===== src/rtl/ccr_pkg.sv =====
package ccr_pkg;
  localparam int CCR_W  = 8;
  localparam int LVL_W  = 2;
  localparam int BIT_C  = 0;
  localparam int BIT_V  = 1;
  localparam int BIT_Z  = 2;
  localparam int BIT_N  = 3;
  localparam int BIT_H  = 4;
  localparam int IL_LO  = 5;
  localparam int IL_HI  = 6;
  localparam int BIT_I  = 7;
  localparam logic [CCR_W-1:0] CCR_RESET = 8'h60;

  typedef enum logic [1:0] {
    OP_MOVE  = 2'd0,
    OP_LOGIC = 2'd1,
    OP_SHIFT = 2'd2,
    OP_ARITH = 2'd3
  } opClass_e;

  typedef struct packed {
    logic updNZ;
    logic updV;
    logic updH;
    logic updC;
    logic cFromShift;
    logic loadIl;
    logic loadAll;
  } ccrStrobe_t;
endpackage


===== src/rtl/ccr_ctrl.sv =====
module ccr_ctrl
  import ccr_pkg::*;
(
  input  logic             opValid,
  input  logic [1:0]       opClass,
  input  logic             wrEn,
  input  logic             irqReq,
  input  logic [LVL_W-1:0] irqLevel,
  input  logic             curEnable,
  input  logic [LVL_W-1:0] curLevel,
  output ccrStrobe_t       strobe,
  output logic             irqAccept
);
  opClass_e cls;
  logic     levelWins;

  assign cls       = opClass_e'(opClass);
  assign levelWins = (irqLevel < curLevel);
  assign irqAccept = irqReq & curEnable & levelWins;

  always_comb begin
    strobe = '0;
    if (wrEn) begin
      strobe.loadAll = 1'b1;
    end else begin
      strobe.loadIl = irqAccept;
      if (opValid) begin
        unique case (cls)
          OP_LOGIC: strobe.updNZ = 1'b1;
          OP_SHIFT: begin
            strobe.updNZ      = 1'b1;
            strobe.updC       = 1'b1;
            strobe.cFromShift = 1'b1;
          end
          OP_ARITH: begin
            strobe.updNZ = 1'b1;
            strobe.updV  = 1'b1;
            strobe.updH  = 1'b1;
            strobe.updC  = 1'b1;
          end
          default: ;
        endcase
      end
    end
  end
endmodule


===== src/rtl/ccr_datapath.sv =====
module ccr_datapath
  import ccr_pkg::*;
#(
  parameter int DATA_W = 8
) (
  input  logic              clk,
  input  logic              rstN,
  input  ccrStrobe_t        strobe,
  input  logic [DATA_W-1:0] aluResult,
  input  logic              carryMsb,
  input  logic              carryNib,
  input  logic              ovfIn,
  input  logic              shiftOut,
  input  logic [CCR_W-1:0]  wrData,
  input  logic [LVL_W-1:0]  irqLevel,
  output logic [CCR_W-1:0]  ccr
);
  logic             flagN, flagZ, flagV, flagC, flagH, flagI;
  logic [LVL_W-1:0] level;
  logic             nextN, nextZ, nextC;

  assign nextN = aluResult[DATA_W-1];
  assign nextZ = ~|aluResult;
  assign nextC = strobe.cFromShift ? shiftOut : carryMsb;

  always_ff @(posedge clk or negedge rstN) begin
    if (!rstN) begin
      flagN <= CCR_RESET[BIT_N];
      flagZ <= CCR_RESET[BIT_Z];
      flagV <= CCR_RESET[BIT_V];
      flagC <= CCR_RESET[BIT_C];
      flagH <= CCR_RESET[BIT_H];
      flagI <= CCR_RESET[BIT_I];
      level <= CCR_RESET[IL_HI:IL_LO];
    end else if (strobe.loadAll) begin
      flagN <= wrData[BIT_N];
      flagZ <= wrData[BIT_Z];
      flagV <= wrData[BIT_V];
      flagC <= wrData[BIT_C];
      flagH <= wrData[BIT_H];
      flagI <= wrData[BIT_I];
      level <= wrData[IL_HI:IL_LO];
    end else begin
      if (strobe.updNZ) begin
        flagN <= nextN;
        flagZ <= nextZ;
      end
      if (strobe.updV)   flagV <= ovfIn;
      if (strobe.updH)   flagH <= carryNib;
      if (strobe.updC)   flagC <= nextC;
      if (strobe.loadIl) level <= irqLevel;
    end
  end

  always_comb begin
    ccr              = '0;
    ccr[BIT_I]       = flagI;
    ccr[IL_HI:IL_LO] = level;
    ccr[BIT_H]       = flagH;
    ccr[BIT_N]       = flagN;
    ccr[BIT_Z]       = flagZ;
    ccr[BIT_V]       = flagV;
    ccr[BIT_C]       = flagC;
  end
endmodule


===== src/rtl/ccr_unit.sv =====
module ccr_unit
  import ccr_pkg::*;
#(
  parameter int DATA_W = 8
) (
  input  logic              clk,
  input  logic              rstN,
  input  logic              opValid,
  input  logic [1:0]        opClass,
  input  logic [DATA_W-1:0] aluResult,
  input  logic              carryMsb,
  input  logic              carryNib,
  input  logic              ovfIn,
  input  logic              shiftOut,
  input  logic              wrEn,
  input  logic [7:0]        wrData,
  input  logic              irqReq,
  input  logic [1:0]        irqLevel,
  output logic [7:0]        ccrOut,
  output logic              irqAccept
);
  ccrStrobe_t strobe;

  ccr_ctrl u_ctrl (
    .opValid   (opValid),
    .opClass   (opClass),
    .wrEn      (wrEn),
    .irqReq    (irqReq),
    .irqLevel  (irqLevel),
    .curEnable (ccrOut[BIT_I]),
    .curLevel  (ccrOut[IL_HI:IL_LO]),
    .strobe    (strobe),
    .irqAccept (irqAccept)
  );

  ccr_datapath #(.DATA_W(DATA_W)) u_dp (
    .clk       (clk),
    .rstN      (rstN),
    .strobe    (strobe),
    .aluResult (aluResult),
    .carryMsb  (carryMsb),
    .carryNib  (carryNib),
    .ovfIn     (ovfIn),
    .shiftOut  (shiftOut),
    .wrData    (wrData),
    .irqLevel  (irqLevel),
    .ccr       (ccrOut)
  );
endmodule


===== config.mk =====
export PLATFORM = sky130hd
export DESIGN_NAME = ccr_unit
export DESIGN_NICKNAME = d
export VERILOG_FILES = /design/src/rtl/ccr_pkg.sv /design/src/rtl/ccr_ctrl.sv /design/src/rtl/ccr_datapath.sv /design/src/rtl/ccr_unit.sv
export SDC_FILE = /design/constraint.sdc
export NUM_CORES = 1
export LEC_CHECK = 0
export BUFFER_PORTS_ARGS = -buffer_cell sky130_fd_sc_hd__clkbuf_2
export CELL_PAD_IN_SITES_DETAIL_PLACEMENT = 0
export CELL_PAD_IN_SITES_GLOBAL_PLACEMENT = 1
export CORE_ASPECT_RATIO = 0.9
export CORE_MARGIN = 2
export CORE_UTILIZATION = 23
export DETAILED_ROUTE_END_ITERATION = 10
export GPL_TIMING_DRIVEN = 0
export PLACE_DENSITY_LB_ADDON = 0.1
export REMOVE_ABC_BUFFERS = 1
export SKIP_CTS_REPAIR_TIMING = 1
export SLEW_MARGIN = 25
export SYNTH_ARGS = -nofsm -noshare
export SYNTH_HDL_FRONTEND = slang
export SYNTH_SLANG_ARGS = --single-unit

===== constraint.sdc =====
create_clock -name clk -period 1.48 [get_ports clk]
set_clock_uncertainty 0.1 [all_clocks]
set_input_delay 0.074 -clock clk [delete_from_list [all_inputs] [get_ports clk]]
set_output_delay 0.074 -clock clk [all_outputs]
set_load 0.005 [all_outputs]

; ---- Word-level counts from Yosys, hierarchy flattened
; Cells that the tools add are included.
; W data, S select, Z words.
[word_totals]
word_cells = 42
ff_bits = 8
out_inout_bits = 9
input_bits = 29
[op_classes]
order_cmp = 1
eq_ne = 3
bitwise = 2
muxes = 20
n_reduce_logical = 9
[op_table]
columns = cell, n
row1 = $mux W1, 15
row2 = $reduce_bool A2 Y1, 5
row3 = $reduce_or A8 Y1, 1
row4 = $mux W2, 3
row5 = $mux W6, 1
row6 = $mux W5, 1
row7 = $eq A2 B2 Y1 const B, 2
row8 = $reduce_or A3 Y1, 1
row9 = $and A1 B1 Y1, 2
row10 = $eq A2 B1 Y1 const B, 1
row11 = $lt A2 B2 Y1, 1
row12 = $reduce_or A2 Y1, 1
row13 = $logic_not A1 Y1, 1

; ---- Depth between registers and ports, before layout
; Gate-level depths: netlist (run 1).
[logic_depth]
ltp_word = 8
depth_mapped = 5
depth_no_buf = 5

; ---- Cells and area by module
; A second synthesis (run 1) with hierarchy kept.
[unflattened]
cells_unflattened = 55
hier_area_um2 = 558.0
[by_module_without_submodules]
columns = module, cells_per_inst, area_per_inst_um2, seq_area_each_um2, instances
row1 = ccr_datapath, 42, 441.7, 202.7, 1
row2 = ccr_ctrl, 13, 116.4, 0.0, 1

; ---- Worst setup path after synthesis (run 1)
; No wires, ideal clock.
[synth_timing]
path_type = register to register
startpoint = register u_dp.level[1]
endpoint = register u_dp.level[1]
path_buffers = 0
slack_ns = -0.082
setup_time_ns = 0.081
arrival_time_ns = 1.380
synth_period_minus_slack_ns = 1.562
path_stages_with_launch = 6
required_ns = 1.299
cell_sequence = dfstp_2 -> inv_1 -> ha_1 -> nand3b_1 -> a2111o_1 -> o211ai_1
[synth_between]
elab_chain_cells = 4
[synth_lines]
columns = item, line
row1 = from (decl), ccr_datapath.sv:19  ; logic [LVL_W-1:0] level;
row2 = from (signal assigned), ccr_datapath.sv:34  ; level <= CCR_RESET[IL_HI:IL_LO];
row3 = from (signal assigned), ccr_datapath.sv:42  ; level <= wrData[IL_HI:IL_LO];
row4 = from (signal assigned), ccr_datapath.sv:51  ; if (strobe.loadIl) level <= irqLevel;
row5 = $lt A2 B2 Y1, ccr_ctrl.sv:18  ; assign levelWins = (irqLevel < curLevel);
row6 = $and A1 B1 Y1, ccr_ctrl.sv:19  ; assign irqAccept = irqReq & curEnable & levelWins;
row7 = $mux W6, ccr_ctrl.sv:23  ; if (wrEn) begin
row8 = $reduce_bool A2 Y1 (no line), -
; Every way passes these cells.
; A chain may end at the register's enable or synchronous reset.

; ---- Worst setup path after layout (run 1)
[layout_timing]
startpoint = register u_dp.level[1]
endpoint = output port irqAccept
[layout_between]
elab_chain_cells = 2
[layout_lines]
columns = item, line
row1 = $lt A2 B2 Y1, ccr_ctrl.sv:18
row2 = $and A1 B1 Y1, ccr_ctrl.sv:19
row3 = to (decl), ccr_unit.sv:20  ; output logic irqAccept
; Every way passes these cells.

==> report_table.html, run 1 <==
<table>
<tr><th>Metric</th><th>Value</th></tr>
<tr><th colspan="2">Placed design</th></tr>
<tr><td>Total of buffers placed on input and output ports</td><td>37</td></tr>
<tr><td>Total placed instance area</td><td>670.6 um2</td></tr>
<tr><td>Worst setup slack before clock tree synthesis</td><td>-0.1605 ns</td></tr>
<tr><td>HPWL reported at the end of detailed placement</td><td>998.4 um</td></tr>
<tr><td>Routability-driven placement congestion ratio</td><td>0.7036</td></tr>
<tr><th colspan="2">Clocking</th></tr>
<tr><td>Maximum number of buffers from clock root to sink</td><td>2</td></tr>
<tr><td>CTS tree</td><td>done</td></tr>
<tr><td>Insertion delay to the later sink of the worst-skew pair</td><td>about 0.25 ns</td></tr>
<tr><td>Clock slew seen by the registers of the worst setup and hold paths</td><td>0.05 ns</td></tr>
<tr><td>Number of buffers created by CTS</td><td>3</td></tr>
<tr><td>Number of levels in the clock H-tree</td><td>1</td></tr>
<tr><td>Clk Tree Root Cell</td><td>sky130_fd_sc_hd__clkbuf_4</td></tr>
<tr><td>Clock sinks</td><td>8</td></tr>
<tr><th colspan="2">Route</th></tr>
<tr><td>Number of remaining DRC errors</td><td>0</td></tr>
<tr><td>Total vias in the final route</td><td>515</td></tr>
<tr><td>WL final</td><td>1.300 mm</td></tr>
<tr><td>Via count normalized by instance count</td><td>4.292</td></tr>
<tr><td>Detail Route Antenna Nets</td><td>0</td></tr>
<tr><td>Routed wire length per instance</td><td>10.83 um</td></tr>
<tr><td>First drt pass iteration count</td><td>3</td></tr>
<tr><td>First-iteration detailed-routing DRC count</td><td>2</td></tr>
<tr><th colspan="2">Layout</th></tr>
<tr><td>Fillcell total</td><td>234</td></tr>
<tr><td>Layout Nets</td><td>approximately 120</td></tr>
<tr><td>Final design instance area without fill</td><td>between 800 and 900 um2</td></tr>
<tr><td>N_diodes</td><td>0</td></tr>
<tr><td>Multi-input logic area</td><td>262.8 um2</td></tr>
<tr><td>Finished Core Util</td><td>37.85%</td></tr>
<tr><td>Signed area change from the synthesized netlist to the final layout</td><td>58.91%</td></tr>
<tr><td>Fraction of layout instances using a drive strength above 1</td><td>54.84%</td></tr>
<tr><td>Sequential cell area</td><td>202.7 um2</td></tr>
<tr><th colspan="2">Power</th></tr>
<tr><td>VDD IR-drop max</td><td>between 0.0004 and 0.0005 V</td></tr>
<tr><td>Leakage power summed over all cells</td><td>around 0.00041 uW</td></tr>
<tr><td>Cell Pwr Density</td><td>772.0 nW/um2</td></tr>
<tr><th colspan="2">Synthesis</th></tr>
<tr><td>Share of the yosys chip area belonging to registers</td><td>40.10%</td></tr>
<tr><td>Number of synthesized register bits</td><td>8</td></tr>
<tr><td>Cells after synthesis</td><td>just over 50</td></tr>
<tr><td>Syn Std Cell Area</td><td>about 510 um2</td></tr>
<tr><td>Share of Yosys cell area claimed by the top area cell type</td><td>between 20 and 30%</td></tr>
<tr><td>Cell type with the largest total area after synthesis</td><td>sky130_fd_sc_hd__dfrtp_1</td></tr>
<tr><td>Number of distinct library cells after synthesis</td><td>25</td></tr>
<tr><td>Number of warnings printed during yosys synthesis</td><td>0</td></tr>
<tr><td>Largest cells by area after synthesis</td><td>sky130_fd_sc_hd__dfrtp_1, sky130_fd_sc_hd__dfstp_2, sky130_fd_sc_hd__buf_4</td></tr>
<tr><td>Dominant synthesized flop cell</td><td>sky130_fd_sc_hd__dfrtp_1</td></tr>
<tr><td>Most common library cells after synthesis</td><td>sky130_fd_sc_hd__buf_4, sky130_fd_sc_hd__dfrtp_1, sky130_fd_sc_hd__nand2_1, sky130_fd_sc_hd__mux2i_1</td></tr>
<tr><td>Number of flops mapped to enable cells by yosys</td><td>0</td></tr>
<tr><td>Mean area per synthesized cell</td><td>9.911 um2</td></tr>
<tr><td>Asr flop ratio synth</td><td>100.0%</td></tr>
<tr><th colspan="2">STA</th></tr>
<tr><td>Share of the cycle needed by the critical path after routing</td><td>113.6%</td></tr>
<tr><td>Max-slew headroom at the worst pin</td><td>78.65%</td></tr>
<tr><td>Total count of hold-check failures in the final report</td><td>0</td></tr>
<tr><td>Endpoints failing setup</td><td>3</td></tr>
<tr><td>Aggregate negative setup slack</td><td>-0.5152 ns</td></tr>
<tr><td>Transition at the pin with the smallest max-transition slack</td><td>0.3203 ns</td></tr>
<tr><td>Final Critical Period</td><td>1.681 ns</td></tr>
<tr><td>Maximum clock frequency</td><td>594.9 MHz</td></tr>
<tr><td>Number of max-slew violations in the final report</td><td>0</td></tr>
<tr><td>RSZ-0062 raised after global routing</td><td>yes</td></tr>
<tr><td>Smallest setup slack after layout</td><td>-0.2010 ns</td></tr>
<tr><th colspan="2">Floorplanning</th></tr>
<tr><td>Height of the die</td><td>48.48 um</td></tr>
<tr><td>DIE WIDTH</td><td>53.42 um</td></tr>
<tr><td>Effective utilization at floorplan</td><td>23.82%</td></tr>
<tr><td>Total die area</td><td>approximately 2600 um2</td></tr>
<tr><td>Std cell rows</td><td>16</td></tr>
<tr><td>Number of ports placed on the die boundary</td><td>38</td></tr>
<tr><td>Placeable core region</td><td>between 2000 and 2500 um2</td></tr>
<tr><th colspan="2">Worst setup path</th></tr>
<tr><td>Required @ worst endpoint</td><td>1.31 ns</td></tr>
<tr><td>Critical path startpoint category</td><td>flip-flop</td></tr>
<tr><td>Biggest fanout along the worst timing path</td><td>4</td></tr>
<tr><td>Critical Path End Type</td><td>output port</td></tr>
<tr><td>Arrival time reported for the critical path endpoint</td><td>1.51 ns</td></tr>
<tr><td>Type of the worst setup path</td><td>flip-flop to output port</td></tr>
<tr><th colspan="2">Global routing</th></tr>
<tr><td>Total congestion overflow</td><td>0</td></tr>
<tr><td>Antenna violations before repair</td><td>0</td></tr>
<tr><td>Via count of the first global-routing pass</td><td>503</td></tr>
<tr><td>Global-route wire length before repair</td><td>2.021 mm</td></tr>
<tr><td>Pin count of the biggest net entering global routing</td><td>17</td></tr>
<tr><td>GRT Overall Usage</td><td>10.26%</td></tr>
<tr><th colspan="2">Run status</th></tr>
<tr><td>Run status</td><td>finished with violations</td></tr>
<tr><td>Violations in the final reports</td><td>negative setup slack</td></tr>
<tr><th colspan="2">Job</th></tr>
<tr><td>Total of max-cap violations</td><td>0</td></tr>
<tr><th colspan="2">Min path</th></tr>
<tr><td>Type of the tightest min-delay check</td><td>primary input to flip-flop</td></tr>
</table>
## worst max-delay path: stages (launching register included)
cell and delay, ns:
sky130_fd_sc_hd__dfstp_2 0.55, sky130_fd_sc_hd__inv_2 0.05, sky130_fd_sc_hd__ha_4 0.14, sky130_fd_sc_hd__nand3b_1 0.22, sky130_fd_sc_hd__a21oi_2 0.16, sky130_fd_sc_hd__buf_2 0.13
## stage by stage
step | instances | total power [uW] | hold slack, ns
global placement | 107 | 405.3 | -0.1639
detailed placement | 107 | 405.2 | -0.1609
global route | 120 | 667.5 | 0.03458
CTS | 111 | 595.9 | -0.4445
finish | 120 | 620.1 | 0.002822
floorplan | 43 | 320.1 | -0.3216
## final timing paths
check | startpoint | end | slack (ns) | cells after the start
max in group asynchronous | rstN | u_dp.level[1] | 0.92 | 2
hold reg to reg | u_dp.flagZ | u_dp.flagZ | 0.40 | 1
setup reg to reg | u_dp.level[1] | u_dp.level[1] | -0.19 | 5
min in group asynchronous | rstN | u_dp.flagN | 0.10 | 2
hold / removal | irqLevel[0] | u_dp.level[0] | 0.003 | 3
setup / recovery | u_dp.level[1] | irqAccept | -0.20 | 5
## flip-flops by register name, indices dropped and copies added, names as in the netlist
register,flops
u_dp.level,2
u_dp.flagC,1
u_dp.flagV,1
u_dp.flagN,1
u_dp.flagH,1
u_dp.flagZ,1
u_dp.flagI,1
## cells by family after synthesis
group / count (synthesis) / share of synthesized area, %
compound gates: 12 / 17.33
fa+ha+maj: 1 / 2.475
buf+inv: 10 / 12.13
flops: 8 / 40.10
mux: 7 / 14.85
simple gates: 13 / 13.12
## per-layer routing
metal | GRT usage [%] | part of all wire [%] | vias to the layer above
met1 | 13.45 | 43 | 241
met3 | 1.852 | 5.0 | 0
met4 | 2.564 | 0 | 0
met2 | 17.08 | 52 | 14
li1 | - | - | 260
met5 | 0 | 0 | -
## cell usage in the layout (no fill, tap or decap)
cell type | synthesis | final
sky130_fd_sc_hd__or4_1 | 2 | 2
sky130_fd_sc_hd__o21a_1 | 1 | 1
sky130_fd_sc_hd__dfstp_2 | 2 | 2
sky130_fd_sc_hd__nand3_1 | 1 | 1
sky130_fd_sc_hd__clkbuf_2 | 0 | 36
sky130_fd_sc_hd__o31ai_2 | 0 | 1
sky130_fd_sc_hd__o211ai_1 | 1 | 1
sky130_fd_sc_hd__inv_2 | 0 | 1
sky130_fd_sc_hd__a21oi_1 | 2 | 1
sky130_fd_sc_hd__clkbuf_1 | 1 | 1
sky130_fd_sc_hd__mux2_2 | 2 | 2
sky130_fd_sc_hd__nand2b_1 | 2 | 2
sky130_fd_sc_hd__clkbuf_4 | 0 | 3
sky130_fd_sc_hd__mux2_1 | 2 | 2
sky130_fd_sc_hd__o21ai_0 | 2 | 2
sky130_fd_sc_hd__a2111o_1 | 1 | 1
sky130_fd_sc_hd__o31ai_1 | 2 | 1
sky130_fd_sc_hd__inv_1 | 2 | 1
sky130_fd_sc_hd__mux2i_1 | 3 | 3
sky130_fd_sc_hd__dfrtp_1 | 6 | 6
sky130_fd_sc_hd__a311oi_1 | 1 | 1
sky130_fd_sc_hd__nor2_1 | 2 | 2
sky130_fd_sc_hd__buf_4 | 6 | 2
sky130_fd_sc_hd__nand3b_1 | 1 | 1
sky130_fd_sc_hd__nand2_1 | 5 | 5
sky130_fd_sc_hd__buf_2 | 1 | 1
sky130_fd_sc_hd__a21oi_2 | 0 | 1
sky130_fd_sc_hd__ha_4 | 0 | 1
sky130_fd_sc_hd__a21o_1 | 1 | 1
sky130_fd_sc_hd__o21ba_2 | 1 | 1
sky130_fd_sc_hd__dlygate4sd3_1 | 0 | 7
## power breakdown
group          internal, uW  switching, uW  leakage [uW]
Sequential              246           14.5     0.0000935
Combinational           103           71.1      0.000303
Clock                   104           81.9     0.0000150
Total                   453            167      0.000411
## cell type report
cell class | instances | area share [%]
flip-flops and latches | 8 | 25.23
repair buffers | 46 | 33.64
inverters | 2 | 0.9346
well taps | 27 | 4.206
clock buffers | 4 | 3.271
multi-input cells | 33 | 32.71
(Power assumes the default switching activity.)
==> inputs of run 2 (changes only) <==
Settings changed: CELL_PAD_IN_SITES_DETAIL_PLACEMENT 0 to default, CELL_PAD_IN_SITES_GLOBAL_PLACEMENT 1 to default, CORE_UTILIZATION 23 to 34, PLACE_DENSITY from default to 0.72, PLACE_DENSITY_LB_ADDON 0.1 to default.
==> run 2 against run 1 <==
Compared with the run above:
- final area fell by 4.2%
- worst hold slack improved by 0.023 ns
- non-clock buffer count fell by 2
- the flow still finishes with violations (negative setup slack)
- critical endpoint unchanged
- via count fell by 2.1%
==> report_table.html, run 2 (synthesis gave the netlist of run 1 again) <==
<table>
<tr><th>Metric</th><th>Value</th></tr>
<tr><th colspan="2">Min path</th></tr>
<tr><td>Min-Delay Path Depth</td><td>3</td></tr>
<tr><td>Launch point of the worst hold path</td><td>ovfIn</td></tr>
<tr><td>Type of the tightest min-delay check</td><td>primary input to flip-flop</td></tr>
<tr><td>Terminating pin of the worst hold path</td><td>u_dp.flagV</td></tr>
<tr><th colspan="2">Clocking</th></tr>
<tr><td>Number of levels in the clock H-tree</td><td>1</td></tr>
<tr><td>Clk Tree Root Cell</td><td>sky130_fd_sc_hd__clkbuf_4</td></tr>
<tr><td>Insertion delay to the later sink of the worst-skew pair</td><td>0.25 ns</td></tr>
<tr><td>Maximum number of buffers from clock root to sink</td><td>2</td></tr>
<tr><td>CTS tree</td><td>done</td></tr>
<tr><td>Clock sinks</td><td>8</td></tr>
<tr><td>Clock slew seen by the registers of the worst setup and hold paths</td><td>0.05 ns</td></tr>
<tr><td>Number of buffers created by CTS</td><td>3</td></tr>
<tr><th colspan="2">Layout</th></tr>
<tr><td>Finished Core Util</td><td>54.38%</td></tr>
<tr><td>Commonest non-fill, non-tap cell in the layout</td><td>sky130_fd_sc_hd__clkbuf_2</td></tr>
<tr><td>Signed area change from the synthesized netlist to the final layout</td><td>52.23%</td></tr>
<tr><td>Commonest cells after routing, fill and taps aside</td><td>sky130_fd_sc_hd__clkbuf_2, sky130_fd_sc_hd__dlygate4sd3_1, sky130_fd_sc_hd__dfrtp_1</td></tr>
<tr><td>N_diodes</td><td>0</td></tr>
<tr><td>Fillcell total</td><td>130</td></tr>
<tr><td>Fraction of layout instances using a drive strength above 1</td><td>54.44%</td></tr>
<tr><td>Flip-flop count of the largest register, all copies and words added</td><td>2</td></tr>
<tr><td>Layout Nets</td><td>roughly 120</td></tr>
<tr><td>Final design instance area without fill</td><td>769.5 um2</td></tr>
<tr><td>Most flops, register</td><td>u_dp.level</td></tr>
<tr><th colspan="2">Global routing</th></tr>
<tr><td>Via count of the first global-routing pass</td><td>367</td></tr>
<tr><td>Total congestion overflow</td><td>0</td></tr>
<tr><td>Global-route wire length before repair</td><td>1.476 mm</td></tr>
<tr><td>Antenna violations before repair</td><td>0</td></tr>
<tr><td>GRT Overall Usage</td><td>about 13%</td></tr>
<tr><td>Pin count of the biggest net entering global routing</td><td>17</td></tr>
<tr><th colspan="2">Floorplanning</th></tr>
<tr><td>Height of the die</td><td>between 40 and 50 um</td></tr>
<tr><td>Number of ports placed on the die boundary</td><td>38</td></tr>
<tr><td>DIE WIDTH</td><td>44.65 um</td></tr>
<tr><td>Std cell rows</td><td>13</td></tr>
<tr><td>Placeable core region</td><td>1415 um2</td></tr>
<tr><td>Total die area</td><td>1812 um2</td></tr>
<tr><td>Effective utilization at floorplan</td><td>35.72%</td></tr>
<tr><th colspan="2">Worst setup path</th></tr>
<tr><td>Arrival time reported for the critical path endpoint</td><td>1.51 ns</td></tr>
<tr><td>Type of the worst setup path</td><td>flip-flop to output port</td></tr>
<tr><td>Slack of the worst reg-to-reg path</td><td>-0.14 ns</td></tr>
<tr><td>CP bufs+invs</td><td>2</td></tr>
<tr><td>Delay-heaviest family, CP</td><td>flip-flops</td></tr>
<tr><td>Biggest fanout along the worst timing path</td><td>4</td></tr>
<tr><td>Required @ worst endpoint</td><td>1.31 ns</td></tr>
<tr><td>R2R Path Start</td><td>u_dp.level[1]</td></tr>
<tr><td>CP peak stage delay</td><td>around 0.55 ns</td></tr>
<tr><td>Standard cell with the maximum stage delay on the critical path</td><td>sky130_fd_sc_hd__dfstp_2</td></tr>
<tr><td>Reg2Reg Capture Point</td><td>u_dp.level[1]</td></tr>
<tr><td>Critical path startpoint category</td><td>flip-flop</td></tr>
<tr><td>List of cells traversed by the critical path</td><td>inv_2 -&gt; ha_4 -&gt; nand3b_1 -&gt; a21oi_2 -&gt; buf_2</td></tr>
<tr><td>R2R depth</td><td>5</td></tr>
<tr><td>Critical Path End Type</td><td>output port</td></tr>
<tr><th colspan="2">Route</th></tr>
<tr><td>Detail Route Antenna Nets</td><td>0</td></tr>
<tr><td>Via count normalized by instance count</td><td>4.800</td></tr>
<tr><td>WL final</td><td>1.204 mm</td></tr>
<tr><td>First drt pass iteration count</td><td>4</td></tr>
<tr><td>First-iteration detailed-routing DRC count</td><td>2</td></tr>
<tr><td>Routed wire length per instance</td><td>11.47 um</td></tr>
<tr><td>Total vias in the final route</td><td>504</td></tr>
<tr><td>Number of remaining DRC errors</td><td>0</td></tr>
<tr><th colspan="2">STA</th></tr>
<tr><td>Final Critical Period</td><td>1.683 ns</td></tr>
<tr><td>RSZ-0062 raised after global routing</td><td>yes</td></tr>
<tr><td>Endpoints failing setup</td><td>3</td></tr>
<tr><td>Max-slew headroom at the worst pin</td><td>79.50%</td></tr>
<tr><td>Total count of hold-check failures in the final report</td><td>0</td></tr>
<tr><td>Smallest setup slack after layout</td><td>-0.2034 ns</td></tr>
<tr><td>Maximum clock frequency</td><td>594.0 MHz</td></tr>
<tr><td>Transition at the pin with the smallest max-transition slack</td><td>just over 0.3 ns</td></tr>
<tr><td>Number of max-slew violations in the final report</td><td>0</td></tr>
<tr><td>Aggregate negative setup slack</td><td>-0.4508 ns</td></tr>
<tr><td>Worst slack on hold paths</td><td>0.02552 ns</td></tr>
<tr><td>Share of the cycle needed by the critical path after routing</td><td>113.7%</td></tr>
<tr><th colspan="2">Placed design</th></tr>
<tr><td>HPWL reported at the end of detailed placement</td><td>892.5 um</td></tr>
<tr><td>Routability-driven placement congestion ratio</td><td>0.5924</td></tr>
<tr><td>Total placed instance area</td><td>655.6 um2</td></tr>
<tr><td>Total of buffers placed on input and output ports</td><td>37</td></tr>
<tr><td>Worst setup slack before clock tree synthesis</td><td>-0.1443 ns</td></tr>
<tr><th colspan="2">Power</th></tr>
<tr><td>Leakage power summed over all cells</td><td>0.0004000 uW</td></tr>
<tr><td>VDD IR-drop max</td><td>0.0005466 V</td></tr>
<tr><td>Seq pwr share</td><td>about 45%</td></tr>
<tr><td>Sw frac</td><td>25.29%</td></tr>
<tr><td>Clock group share of total power</td><td>26.9%</td></tr>
<tr><td>Combinational power share</td><td>28.3%</td></tr>
<tr><td>Total net switching power</td><td>147.6 uW</td></tr>
<tr><td>Cell Pwr Density</td><td>758.6 nW/um2</td></tr>
<tr><td>Internal portion of total power</td><td>436.1 uW</td></tr>
<tr><th colspan="2">Run status</th></tr>
<tr><td>Violations in the final reports</td><td>negative setup slack</td></tr>
<tr><td>Run status</td><td>finished with violations</td></tr>
<tr><th colspan="2">Job</th></tr>
<tr><td>Total of max-cap violations</td><td>0</td></tr>
</table>
==> run 2: cell types whose count changed in the layout (fill, tap and decap cells not counted), sizes merged <==
cell / delta
clkbuf: -1
buf: -2
==> run 2: power by group through the flow <==
stage	Sequential, uW	Clock, uW	Combinational [uW]
final	261	157	165
after global routing	265	180	186
after CTS	261	168	139
after detailed placement	265	0	138
after global placement	263	0	136
after floorplan	265	0	55.2
==> run 2: worst max-delay path by stage <==
| stage | startpoint | endpoint | slack (ns) | depth (start not counted) |
|---|---|---|---|---|
| after CTS | u_dp.level[1] | irqAccept | -0.25 | 5 |
| final | u_dp.level[1] | irqAccept | -0.20 | 5 |
| after global routing | u_dp.level[1] | irqAccept | -0.28 | 5 |
| after global placement | u_dp.level[1] | u_dp.level[1] | -0.14 | 5 |
| after detailed placement | u_dp.level[1] | u_dp.level[1] | -0.14 | 5 |
| after floorplan | u_dp.level[1] | u_dp.level[1] | -0.08 | 5 |
==> run 2: routing by layer <==
layer	track usage, %	share of wire, %	vias up
met2	17.75	51	16
met4	6.818	1.0	0
li1	-	-	261
met5	0	0	-
met3	6.757	5.6	2
met1	15.22	43	225
==> run 2: through the flow <==
stage,instances,total power [uW]
4_1_cts,98,567.3
3_3_place_gp,95,398.6
6_report,105,583.7
3_5_place_dp,95,402.3
5_1_grt,105,630.6
2_1_floorplan,43,320.1
==> run 2: cell type report <==
class	instances	area (um2)	area share, %
flip-flops and latches	8	202.7	26.34
repair buffers	44	255.2	33.17
well taps	15	18.77	2.439
multi-input cells	33	262.8	34.15
clock buffers	3	22.52	2.927
inverters	2	7.507	0.9756
==> run 2: tightest hold or removal path, delay by kind of cell <==
| family | cells | cell delay [ns] |
|---|---|---|
| buffers and inverters | 1 | 0.07 |
| multiplexers | 1 | 0.05 |
| AO/OA/AOI/OAI | 1 | 0.13 |
==> inputs of run 3 (changes only) <==
Settings changed: CELL_PAD_IN_SITES_DETAIL_PLACEMENT from default to 1, CELL_PAD_IN_SITES_GLOBAL_PLACEMENT from default to 1, CORE_UTILIZATION 34 to 23, MAX_ROUTING_LAYER from default to met4, PLACE_DENSITY 0.72 to default, PLACE_DENSITY_LB_ADDON from default to 0.1.
==> run 3 against run 2 <==
Compared with the run above:
- the flow still finishes with violations (negative setup slack)
- sequential cell count is the same
- clock power barely moved
- largest cell class unchanged
- sequential power about the same
- via count up 2.8%
- largest power group unchanged
- critical path type unchanged
- core utilization shrank 17 points
- global-route usage down 0.90 points
- die area increased by 43%
==> report_table.html, run 3 (synthesis gave the netlist of run 1 again) <==
<table>
<tr><th>Metric</th><th>Value</th></tr>
<tr><th colspan="2">Run status</th></tr>
<tr><td>Run status</td><td>finished with violations</td></tr>
<tr><td>Violations in the final reports</td><td>negative setup slack</td></tr>
<tr><th colspan="2">Floorplanning</th></tr>
<tr><td>Number of ports placed on the die boundary</td><td>38</td></tr>
<tr><td>DIE WIDTH</td><td>53.42 um</td></tr>
<tr><td>Total die area</td><td>2589 um2</td></tr>
<tr><td>Effective utilization at floorplan</td><td>23.82%</td></tr>
<tr><td>Std cell rows</td><td>16</td></tr>
<tr><td>Placeable core region</td><td>2122 um2</td></tr>
<tr><td>Height of the die</td><td>48.48 um</td></tr>
<tr><th colspan="2">Clocking</th></tr>
<tr><td>Number of levels in the clock H-tree</td><td>1</td></tr>
<tr><td>Clock slew seen by the registers of the worst setup and hold paths</td><td>about 0.05 ns</td></tr>
<tr><td>CTS tree</td><td>done</td></tr>
<tr><td>Clk Tree Root Cell</td><td>sky130_fd_sc_hd__clkbuf_4</td></tr>
<tr><td>Clock sinks</td><td>8</td></tr>
<tr><td>Insertion delay to the later sink of the worst-skew pair</td><td>0.25 ns</td></tr>
<tr><td>Number of buffers created by CTS</td><td>3</td></tr>
<tr><td>Maximum number of buffers from clock root to sink</td><td>2</td></tr>
<tr><th colspan="2">Global routing</th></tr>
<tr><td>Global-route track usage on met2</td><td>approximately a fifth</td></tr>
<tr><td>Met1 Resource Use GR</td><td>13.53%</td></tr>
<tr><td>Busiest grt layer</td><td>met2</td></tr>
<tr><td>Total congestion overflow</td><td>0</td></tr>
<tr><td>Pin count of the biggest net entering global routing</td><td>17</td></tr>
<tr><td>Met3 routing resource usage after global routing</td><td>4.630%</td></tr>
<tr><td>Antenna violations before repair</td><td>0</td></tr>
<tr><td>Global-route wire length before repair</td><td>2.208 mm</td></tr>
<tr><td>GRT Overall Usage</td><td>11.65%</td></tr>
<tr><td>Via count of the first global-routing pass</td><td>546</td></tr>
<tr><th colspan="2">Worst setup path</th></tr>
<tr><td>Launching element of the worst setup path</td><td>u_dp.level[1]</td></tr>
<tr><td>Arrival time reported for the critical path endpoint</td><td>1.50 ns</td></tr>
<tr><td>Critical path startpoint category</td><td>flip-flop</td></tr>
<tr><td>R2R Path Start</td><td>u_dp.level[1]</td></tr>
<tr><td>Required @ worst endpoint</td><td>1.31 ns</td></tr>
<tr><td>Reg2Reg Capture Point</td><td>u_dp.level[1]</td></tr>
<tr><td>Critical Path End Type</td><td>output port</td></tr>
<tr><td>End of the critical path</td><td>irqAccept</td></tr>
<tr><td>Slack of the worst reg-to-reg path</td><td>-0.15 ns</td></tr>
<tr><td>Biggest fanout along the worst timing path</td><td>4</td></tr>
<tr><td>R2R depth</td><td>5</td></tr>
<tr><td>Type of the worst setup path</td><td>flip-flop to output port</td></tr>
<tr><th colspan="2">Power</th></tr>
<tr><td>Cell Pwr Density</td><td>746.2 nW/um2</td></tr>
<tr><td>VDD IR-drop max</td><td>0.0004964 V</td></tr>
<tr><td>Leakage power summed over all cells</td><td>0.0004051 uW</td></tr>
<tr><th colspan="2">STA</th></tr>
<tr><td>Final Critical Period</td><td>1.674 ns</td></tr>
<tr><td>Endpoints failing setup</td><td>3</td></tr>
<tr><td>Number of max-slew violations in the final report</td><td>0</td></tr>
<tr><td>Worst slack on hold paths</td><td>between 0.01 and 0.015 ns</td></tr>
<tr><td>Share of the cycle needed by the critical path after routing</td><td>113.1%</td></tr>
<tr><td>Max-slew headroom at the worst pin</td><td>between 70 and 80%</td></tr>
<tr><td>Smallest setup slack after layout</td><td>-0.1938 ns</td></tr>
<tr><td>Maximum clock frequency</td><td>597.4 MHz</td></tr>
<tr><td>Transition at the pin with the smallest max-transition slack</td><td>0.3179 ns</td></tr>
<tr><td>Total count of hold-check failures in the final report</td><td>0</td></tr>
<tr><td>RSZ-0062 raised after global routing</td><td>yes</td></tr>
<tr><th colspan="2">Route</th></tr>
<tr><td>WL final</td><td>1.339 mm</td></tr>
<tr><td>Number of remaining DRC errors</td><td>0</td></tr>
<tr><td>Detail Route Antenna Nets</td><td>0</td></tr>
<tr><td>Routed wire length per instance</td><td>~11 um</td></tr>
<tr><td>Total vias in the final route</td><td>518</td></tr>
<tr><td>Via count normalized by instance count</td><td>4.390</td></tr>
<tr><td>First drt pass iteration count</td><td>1</td></tr>
<tr><td>First-iteration detailed-routing DRC count</td><td>0</td></tr>
<tr><th colspan="2">Layout</th></tr>
<tr><td>Finished Core Util</td><td>between 30% and 40%</td></tr>
<tr><td>Fraction of layout instances using a drive strength above 1</td><td>54.95%</td></tr>
<tr><td>Fillcell total</td><td>260</td></tr>
<tr><td>Commonest non-fill, non-tap cell in the layout</td><td>sky130_fd_sc_hd__clkbuf_2</td></tr>
<tr><td>Signed area change from the synthesized netlist to the final layout</td><td>56.68%</td></tr>
<tr><td>Layout Nets</td><td>123</td></tr>
<tr><td>Commonest cells after routing, fill and taps aside</td><td>sky130_fd_sc_hd__clkbuf_2, sky130_fd_sc_hd__dlygate4sd3_1, sky130_fd_sc_hd__dfrtp_1</td></tr>
<tr><td>Most flops, register</td><td>u_dp.level</td></tr>
<tr><td>Flip-flop count of the largest register, all copies and words added</td><td>2</td></tr>
<tr><td>N_diodes</td><td>0</td></tr>
<tr><th colspan="2">Job</th></tr>
<tr><td>Total of max-cap violations</td><td>0</td></tr>
<tr><th colspan="2">Placed design</th></tr>
<tr><td>HPWL reported at the end of detailed placement</td><td>1.056 mm</td></tr>
<tr><td>Total of buffers placed on input and output ports</td><td>37</td></tr>
<tr><td>Routability-driven placement congestion ratio</td><td>0.7114</td></tr>
<tr><th colspan="2">Min path</th></tr>
<tr><td>Min-Delay Path Depth</td><td>3</td></tr>
<tr><td>Type of the tightest min-delay check</td><td>primary input to flip-flop</td></tr>
<tr><td>Launch point of the worst hold path</td><td>irqLevel[0]</td></tr>
</table>
-- run 3: changes by cell type in the layout (fill, tap and decap cells not counted), sizes merged --
| cell | change |
|---|---|
| buf | +1 |
-- run 3: worst min path at each step --
stage / to
after floorplan: u_dp.flagC
after global placement: u_dp.flagC
after detailed placement: u_dp.flagN
after CTS: u_dp.flagC
after global routing: u_dp.level[0]
final: u_dp.level[0]
-- run 3: final cells by class --
cell class,count,area (um2),share of cell area [%]
multi-input combinational,33,262.8,33.18
tap,27,33.78,4.265
timing repair buffer,45,262.8,33.18
clock buffer,3,22.52,2.844
inverter,2,7.507,0.9479
sequential,8,202.7,25.59
-- run 3: critical path, stage by stage, from the launching register on --
cell	delay, ns
sky130_fd_sc_hd__dfstp_2	0.54
sky130_fd_sc_hd__inv_2	0.05
sky130_fd_sc_hd__ha_4	0.15
sky130_fd_sc_hd__nand3b_1	0.23
sky130_fd_sc_hd__a21oi_2	0.16
sky130_fd_sc_hd__buf_2	0.13
-- run 3: layer usage --
metal	share of wire, %	vias to the layer above	wire length (um)
met5	0	-	0
met4	0.45	0	6
met3	4.9	2	65
met2	52	16	693
met1	43	242	573
li1	-	258	-
-- run 3: stage by stage --
stage / setup WS (ns) / std cells / TNS, ns / cell area (um2) / power [uW]
6_report: -0.1938 / 118 / -0.4552 / 792.0 / 591.0
3_5_place_dp: -0.1815 / 107 / -0.3104 / 670.6 / 406.8
4_1_cts: -0.2931 / 110 / -0.6235 / 693.2 / 576.3
3_3_place_gp: -0.1863 / 107 / -0.3242 / 670.6 / 405.3
5_1_grt: -0.3004 / 118 / -0.6722 / 792.0 / 650.6
2_1_floorplan: -0.08177 / 43 / -0.1123 / 451.7 / 320.1
-- run 3: power breakdown --
group	internal (uW)	switching [uW]
Clock	92.3	67.2
Sequential	247	14.2
Combinational	99.3	71.2
